`src/rtl/gpio_win_pkg.sv`:
```
package gpio_win_pkg;
    localparam int MAX_PINS  = 16;
    localparam int MODE_W    = 3;
    localparam int NUM_FUNCS = 5;

    localparam logic [7:0] SUB_DIR  = 8'h62;
    localparam logic [7:0] SUB_DATA = 8'h64;
    localparam logic [7:0] SUB_MODE = 8'h68;

    typedef struct packed {
        logic [7:0]                 ptr;
        logic [MAX_PINS-1:0]        dir;
        logic [MAX_PINS-1:0]        dout;
        logic [MAX_PINS*MODE_W-1:0] mode;
    } win_state_t;
endpackage

```
`src/rtl/gpio_win_sync.sv`:
```
module gpio_win_sync #(
    parameter int W = 11
) (
    input  logic         clk,
    input  logic         rst_n,
    input  logic [W-1:0] async_i,
    output logic [W-1:0] sync_o
);
    typedef struct packed {
        logic [W-1:0] s1;
        logic [W-1:0] s2;
    } sync_t;

    sync_t s_d, s_q;

    always_comb begin
        s_d    = s_q;
        s_d.s1 = async_i;
        s_d.s2 = s_q.s1;
    end

    always_ff @(posedge clk or negedge rst_n) begin
        if (!rst_n) s_q <= '0;
        else        s_q <= s_d;
    end

    assign sync_o = s_q.s2;

    logic [1:0] since_rst_q;
    always_ff @(posedge clk or negedge rst_n) begin
        if (!rst_n)                 since_rst_q <= 2'd0;
        else if (since_rst_q != 2'd2) since_rst_q <= since_rst_q + 2'd1;
    end

    assert_sync_depth_R10: assert property (@(posedge clk) disable iff (!rst_n)
        (since_rst_q == 2'd2) |-> (sync_o == $past(async_i, 2)));
endmodule

```
`src/rtl/gpio_win_regs.sv`:
```
module gpio_win_regs
    import gpio_win_pkg::*;
#(
    parameter int NPINS = 11
) (
    input  logic                    clk,
    input  logic                    rst_n,
    input  logic                    wr,
    input  logic                    ptr_wr,
    input  logic [15:0]             wdata,
    input  logic [NPINS-1:0]        pin_sync,
    output logic [15:0]             rdata,
    output logic [NPINS-1:0]        dir_o,
    output logic [NPINS-1:0]        dout_o,
    output logic [NPINS*MODE_W-1:0] mode_o
);
    localparam logic [MAX_PINS-1:0] IMPL = MAX_PINS'((32'h1 << NPINS) - 1);

    win_state_t s_d, s_q;
    logic [MAX_PINS-1:0] lvl16;
    logic [7:0] wsel, wbyte, rbyte;

    assign lvl16 = MAX_PINS'(pin_sync);
    assign wsel  = wdata[15:8];
    assign wbyte = wdata[7:0];

    always_comb begin
        s_d = s_q;
        if (wr || ptr_wr) s_d.ptr = wsel;
        if (wr) begin
            if (wsel[7:1] == SUB_DIR[7:1]) begin
                for (int b = 0; b < 8; b++) begin
                    automatic int p = (wsel[0] ? 8 : 0) + b;
                    if (IMPL[p]) s_d.dir[p] = wbyte[b];
                end
            end
            if (wsel[7:1] == SUB_DATA[7:1]) begin
                for (int b = 0; b < 8; b++) begin
                    automatic int p = (wsel[0] ? 8 : 0) + b;
                    if (IMPL[p]) s_d.dout[p] = wbyte[b];
                end
            end
            if (wsel[7:3] == SUB_MODE[7:3]) begin
                for (int h = 0; h < 2; h++) begin
                    automatic int p = int'(wsel[2:0]) * 2 + h;
                    if (IMPL[p]) s_d.mode[p*MODE_W +: MODE_W] = wbyte[h*4 +: MODE_W];
                end
            end
        end
    end

    always_comb begin
        rbyte = 8'h00;
        if (s_q.ptr[7:1] == SUB_DIR[7:1]) begin
            for (int b = 0; b < 8; b++) begin
                automatic int p = (s_q.ptr[0] ? 8 : 0) + b;
                rbyte[b] = IMPL[p] & s_q.dir[p];
            end
        end
        if (s_q.ptr[7:1] == SUB_DATA[7:1]) begin
            for (int b = 0; b < 8; b++) begin
                automatic int p = (s_q.ptr[0] ? 8 : 0) + b;
                rbyte[b] = IMPL[p] & (s_q.dir[p] ? lvl16[p] : s_q.dout[p]);
            end
        end
        if (s_q.ptr[7:3] == SUB_MODE[7:3]) begin
            for (int h = 0; h < 2; h++) begin
                automatic int p = int'(s_q.ptr[2:0]) * 2 + h;
                if (IMPL[p]) rbyte[h*4 +: MODE_W] = s_q.mode[p*MODE_W +: MODE_W];
            end
        end
    end

    always_ff @(posedge clk or negedge rst_n) begin
        if (!rst_n) begin
            s_q      <= '0;
            s_q.dir  <= IMPL;
        end else begin
            s_q <= s_d;
        end
    end

    assign rdata  = {s_q.ptr, rbyte};
    assign dir_o  = s_q.dir[NPINS-1:0];
    assign dout_o = s_q.dout[NPINS-1:0];
    assign mode_o = s_q.mode[NPINS*MODE_W-1:0];

    assert_ptr_load_R1: assert property (@(posedge clk) disable iff (!rst_n)
        (wr || ptr_wr) |=> (rdata[15:8] == $past(wdata[15:8])));

    assert_ptr_only_R2: assert property (@(posedge clk) disable iff (!rst_n)
        (ptr_wr && !wr) |=> ($stable(dir_o) && $stable(dout_o) && $stable(mode_o)));

    assert_unmapped_zero_R8: assert property (@(posedge clk) disable iff (!rst_n)
        !((rdata[15:9] == 7'h31) || (rdata[15:9] == 7'h32) || (rdata[15:11] == 5'h0D))
        |-> (rdata[7:0] == 8'h00));

    assert_mode_gap_R6: assert property (@(posedge clk) disable iff (!rst_n)
        (rdata[15:11] == 5'h0D) |-> (rdata[3] == 1'b0 && rdata[7] == 1'b0));
endmodule

```
`src/rtl/gpio_win_arb.sv`:
```
module gpio_win_arb
    import gpio_win_pkg::*;
#(
    parameter int NPINS = 11,
    parameter int PW    = 4
) (
    input  logic                    clk,
    input  logic                    rst_n,
    input  logic [NPINS*MODE_W-1:0] mode_i,
    output logic [NUM_FUNCS-1:0]    vld_o,
    output logic [NUM_FUNCS*PW-1:0] pin_o
);
    always_comb begin
        vld_o = '0;
        pin_o = '0;
        for (int f = 0; f < NUM_FUNCS; f++) begin
            for (int p = NPINS - 1; p >= 0; p--) begin
                if (mode_i[p*MODE_W +: MODE_W] == MODE_W'(f + 1)) begin
                    vld_o[f]         = 1'b1;
                    pin_o[f*PW +: PW] = PW'(p);
                end
            end
        end
    end

    function automatic logic none_below(input logic [NPINS*MODE_W-1:0] m,
                                        input int code, input int lim);
        logic ok;
        ok = 1'b1;
        for (int p = 0; p < NPINS; p++)
            if (p < lim && m[p*MODE_W +: MODE_W] == MODE_W'(code)) ok = 1'b0;
        return ok;
    endfunction

    for (genvar f = 0; f < NUM_FUNCS; f++) begin : g_chk
        assert_owner_lowest_R7: assert property (@(posedge clk) disable iff (!rst_n)
            vld_o[f] |-> ((mode_i[int'(pin_o[f*PW +: PW])*MODE_W +: MODE_W] == MODE_W'(f + 1))
                          && none_below(mode_i, f + 1, int'(pin_o[f*PW +: PW]))));
        assert_owner_none_R7: assert property (@(posedge clk) disable iff (!rst_n)
            !vld_o[f] |-> none_below(mode_i, f + 1, NPINS));
    end
endmodule

```
`src/rtl/gpio_win_bank.sv`:
```
module gpio_win_bank
    import gpio_win_pkg::*;
#(
    parameter int NPINS = 11,
    localparam int PIN_W = (NPINS > 1) ? $clog2(NPINS) : 1
) (
    input  logic                       clk,
    input  logic                       rst_n,
    input  logic                       host_wr,
    input  logic                       host_ptr_wr,
    input  logic [15:0]                host_wdata,
    output logic [15:0]                host_rdata,
    input  logic [NPINS-1:0]           pad_in,
    output logic [NPINS-1:0]           pad_oe,
    output logic [NPINS-1:0]           pad_out,
    output logic [NUM_FUNCS-1:0]       owner_vld,
    output logic [NUM_FUNCS*PIN_W-1:0] owner_pin
);
    logic [NPINS-1:0]        lvl_sync;
    logic [NPINS-1:0]        dir;
    logic [NPINS*MODE_W-1:0] mode;

    gpio_win_sync #(.W(NPINS)) u_sync (
        .clk(clk), .rst_n(rst_n), .async_i(pad_in), .sync_o(lvl_sync)
    );

    gpio_win_regs #(.NPINS(NPINS)) u_regs (
        .clk(clk), .rst_n(rst_n), .wr(host_wr), .ptr_wr(host_ptr_wr),
        .wdata(host_wdata), .pin_sync(lvl_sync), .rdata(host_rdata),
        .dir_o(dir), .dout_o(pad_out), .mode_o(mode)
    );

    gpio_win_arb #(.NPINS(NPINS), .PW(PIN_W)) u_arb (
        .clk(clk), .rst_n(rst_n), .mode_i(mode), .vld_o(owner_vld), .pin_o(owner_pin)
    );

    assign pad_oe = ~dir;

    assert_oe_follow_R4: assert property (@(posedge clk) disable iff (!rst_n)
        (host_wr && host_wdata[15:8] == 8'h62) |=> (pad_oe[0] == !$past(host_wdata[0])));

    assert_out_follow_R5: assert property (@(posedge clk) disable iff (!rst_n)
        (host_wr && host_wdata[15:8] == 8'h64) |=> (pad_out[0] == $past(host_wdata[0])));

    assert_write_wins_R3: assert property (@(posedge clk) disable iff (!rst_n)
        (host_wr && host_ptr_wr && host_wdata[15:8] == 8'h64) |=> (pad_out[1] == $past(host_wdata[1])));
endmodule

```
`config.mk`:
```
export PLATFORM = sky130hd
export DESIGN_NAME = gpio_win_bank
export DESIGN_NICKNAME = d
export VERILOG_FILES = /design/src/rtl/gpio_win_pkg.sv /design/src/rtl/gpio_win_sync.sv /design/src/rtl/gpio_win_regs.sv /design/src/rtl/gpio_win_arb.sv /design/src/rtl/gpio_win_bank.sv
export SDC_FILE = /design/constraint.sdc
export NUM_CORES = 1
export LEC_CHECK = 0
export BUFFER_PORTS_ARGS = -buffer_cell sky130_fd_sc_hd__buf_2
export CAP_MARGIN = 0
export CORE_UTILIZATION = 32
export DETAILED_ROUTE_END_ITERATION = 10
export PLACE_DENSITY = 0.56
export SETUP_SLACK_MARGIN = 0.05
export SYNTH_ARGS = -nofsm -noshare
export SYNTH_HDL_FRONTEND = slang
export SYNTH_SLANG_ARGS = --single-unit
```
`constraint.sdc`:
```
create_clock -name clk -period 4.88 [get_ports clk]
set_input_delay 0.976 -clock clk [delete_from_list [all_inputs] [get_ports clk]]
set_output_delay 0.976 -clock clk [all_outputs]
set_load 0.005 [all_outputs]
```
==> summary.md <==
| Metric | Value |
|---|---|
| Worst setup SP type | `flop` |
| GRT overflow | `0` |
| Final Skew | `between 7 and 8 ps` |
| Diode count | `0` |
| Clock power frac | `28.7%` |
| Critical path capture point type | `output port` |
| P_leak | `3.84 nW` |
| P_sw | `between 1 and 1.5 mW` |
| Root buffer cell | `clkbuf_16` |
| CTS tree | `done` |
| Async SR Flop Fraction | `100%` |
| Routed met3 length | `2760 um` |
| RSZ-0062 raised after global routing | `no` |
| Slew at the pin with the worst max-slew slack | `1170 ps` |
| Drt total wl | `34200 um` |
| Most common cell after layout, fill and taps aside | `buf_2` |
| Top Layer Used | `met4` |
| H-tree Lvls | `3` |
| Core area | `25400 um2` |
| Syn_nets | `around 1000` |
| Global-route wire length before repair | `just over 50000 um` |
| FF+latch area | `2520 um2` |
| DR WL/cell | `24.8 um` |
| Vias in the first global route | `7952` |
| Synthesized cell area | `roughly 8400 um2` |
| Slew Limit Fails | `0` |
| Hold_sp | `u_sync.s_d[8]` |
| Warnings, synthesis | `0` |
| Routed length on met2 | `15200 um` |
| DRC Markers | `0` |
| Final setup viols | `0` |
| Initial antenna violation count | `1` |
| WP data arrival | `~3500 ps` |
| Crit Path Class | `flop to output port` |
| Combinational fraction of design power | `33.3%` |
| CP Max Fanout | `17` |
| GRT Util Overall | `approximately a quarter` |
| DRT antenna net count | `0` |
| Metal-1 WL | `between 15000 and 20000 um` |
| Required @ worst endpoint | `3900 ps` |
| Gpl congestion | `0.949` |
| Mapped Avg Cell Area | `8.52 um2` |
| VDD IR max | `0.178 mV` |
| Number of top-level pins | `94` |
| Final #Nets | `1097` |
| Clock transition at path regs | `80 ps` |
| Fmax | `226 MHz` |
| Setup Buffers After CTS | `0` |
| Largest net degree at the start of global routing | `70` |
| Outcome | `finished clean` |
| Final TNS setup | `0 ps` |
| Yosys cell types | `77` |
| MaxCap Viol Count | `0` |
| Synth-to-Final Area Change | `12.8%` |
| # rows | `58` |
| Most used DFF post-synth | `dfrtp_1` |
| Die height | `164 um` |
| # resized after CTS | `0` |
| Most frequent cells in the layout | `buf_2 (92), nand2_1 (91), dfrtp_1 (89)` |
| Later-pin clock latency in the skew report | `~360 ps` |
| Mapped Cells | `approximately 980` |
| Power density over the cells | `274 nW/um2` |
| Multi-input logic area | `approximately 5400 um2` |
| Internal power | `1.58 mW` |
| Die area | `26800 um2` |
| CTS Buf Count | `9` |
| DR vias/cell | `6.27` |
| Min Clock Period, post-route | `4430 ps` |
| Die X | `164 um` |
| Clock Tree Buf Depth | `2` |
| Sequential Power Share | `38.0%` |
| Hold buffer count at cts | `0` |
| Via count | `8628` |
| Fillers | `2639` |
| EDFF count, synth | `0` |
| Register area share after synthesis | `30.1%` |
| Initial Util | `~33%` |
| Final period utilization | `~90%` |
| Reg-to-reg startpoint | `u_regs.mode_o[32]` |
| Layout cells sized above 1 | `22.6%` |
| Drt first-iter violations | `1149` |
| IO Port Bufs | `93` |
| Fin. Hold Viols | `0` |
| Total Power | `2.59 mW` |
| Path type of the worst min-delay path | `flop to flop` |
| Post-DP HPWL | `25100 um` |
| Critical path launch point | `u_regs.rdata[8]` |
| Yosys reg bits | `100` |
| Max-Slew Margin vs Limit | `21.8%` |
| Net Sw Frac | `38.8%` |
| Clock sink count | `100` |
| First-pass DRT Iterations | `5` |
## stage by stage
stage / utilization [%] / hold WS (ps) / cells / instance area (um2) / setup slack [ps]
global route: 37.2 / 358 / 1377 / 9440 / 246
CTS: 37.2 / 353 / 1377 / 9440 / 391
global placement: 36.0 / 332 / 1361 / 9140 / 472
detailed placement: 36.0 / 335 / 1361 / 9140 / 427
floorplan: - / 331 / 982 / 8370 / 509
finish: 37.2 / 352 / 1377 / 9440 / 454
## Yosys cell counts (14+ instances only)
cell | number | area [um2]
a21oi_1 | 51 | 255
clkbuf_1 | 46 | 173
mux2_2 | 34 | 383
nor3_1 | 21 | 105
o22ai_1 | 15 | 93.8
nor3b_1 | 27 | 203
nand4_1 | 15 | 93.8
mux2i_1 | 22 | 220
mux4_2 | 22 | 495
ha_1 | 21 | 263
nor2_1 | 71 | 267
o21ai_0 | 74 | 370
nand3_1 | 39 | 195
nand2_1 | 91 | 342
dfrtp_1 | 89 | 2230
nor4_1 | 19 | 119
inv_1 | 33 | 124
buf_4 | 19 | 143
a31oi_1 | 32 | 200
nand2b_1 | 14 | 87.6
## worst max-delay path, stage by stage (launching register included)
cell and delay [ps]:
dfrtp_1 370, buf_4 280, ha_1 220, inv_1 60
fa_1 830, mux4_2 570, nand2_1 80, a21oi_1 70
o2111ai_1 310, o21ai_0 130, buf_2 150
## kinds of logic (layout without fill, tap and decap cells)
| logic type | after synthesis | in the layout | share of synthesized area [%] |
|---|---|---|---|
| xor gates and xnor gates | 11 | 11 | 1.47 |
| and+or+nand+nor | 371 | 371 | 23.4 |
| muxes | 79 | 79 | 13.3 |
| DFF | 100 | 100 | 30.1 |
| AOI/OAI and AO/OA | 283 | 283 | 21.9 |
| adders and majority gates | 24 | 24 | 3.86 |
| buffers and inverters | 114 | 179 | 6.07 |
## flip-flops by register name, indices dropped and copies added (netlist names)
signal and cells:
u_regs.mode_o 33, u_regs.s_q 15, u_regs.dir_o 11, u_regs.dout_o 11, u_sync.s_d 11, u_sync.sync_o 11
u_regs.rdata 8
## final timing paths
kind                                     endpoint  slack, ps  cells past startpoint
worst max register to register  u_regs.mode_o[32]       3420                      3
worst max-delay path                host_rdata[5]        450                     10
max in group asynchronous         u_regs.dir_o[2]       3070                      2
worst min register to register   u_sync.sync_o[8]        350                      0
worst min-delay path             u_sync.sync_o[8]        350                      0
min in group asynchronous           u_sync.s_d[4]        760                      1
## layout make-up
class,count,area share (%)
flip-flops and latches,100,26.7
clock inverters,7,0.822
repair buffers,126,7.58
well taps,330,4.37
multi-input cells,768,56.7
inverters,37,1.47
clock buffers,9,2.39
## metal layers
| metal | vias up | GRT usage, % |
|---|---|---|
| met2 | 475 | 39.2 |
| met5 | - | 0 |
| li1 | 3809 | - |
| met1 | 4273 | 37.4 |
| met4 | 0 | 9.05 |
| met3 | 71 | 3.33 |
## power by group through the flow
stage	clock, mW	sequential [mW]	combinational (mW)
final	0.742	0.985	0.862
after global routing	0.788	0.988	0.931
after CTS	0.757	0.978	0.844
after detailed placement	0	0.995	0.841
after global placement	0	0.993	0.840
after floorplan	0	0.940	0.561
Power figures use the tool's default switching activity.
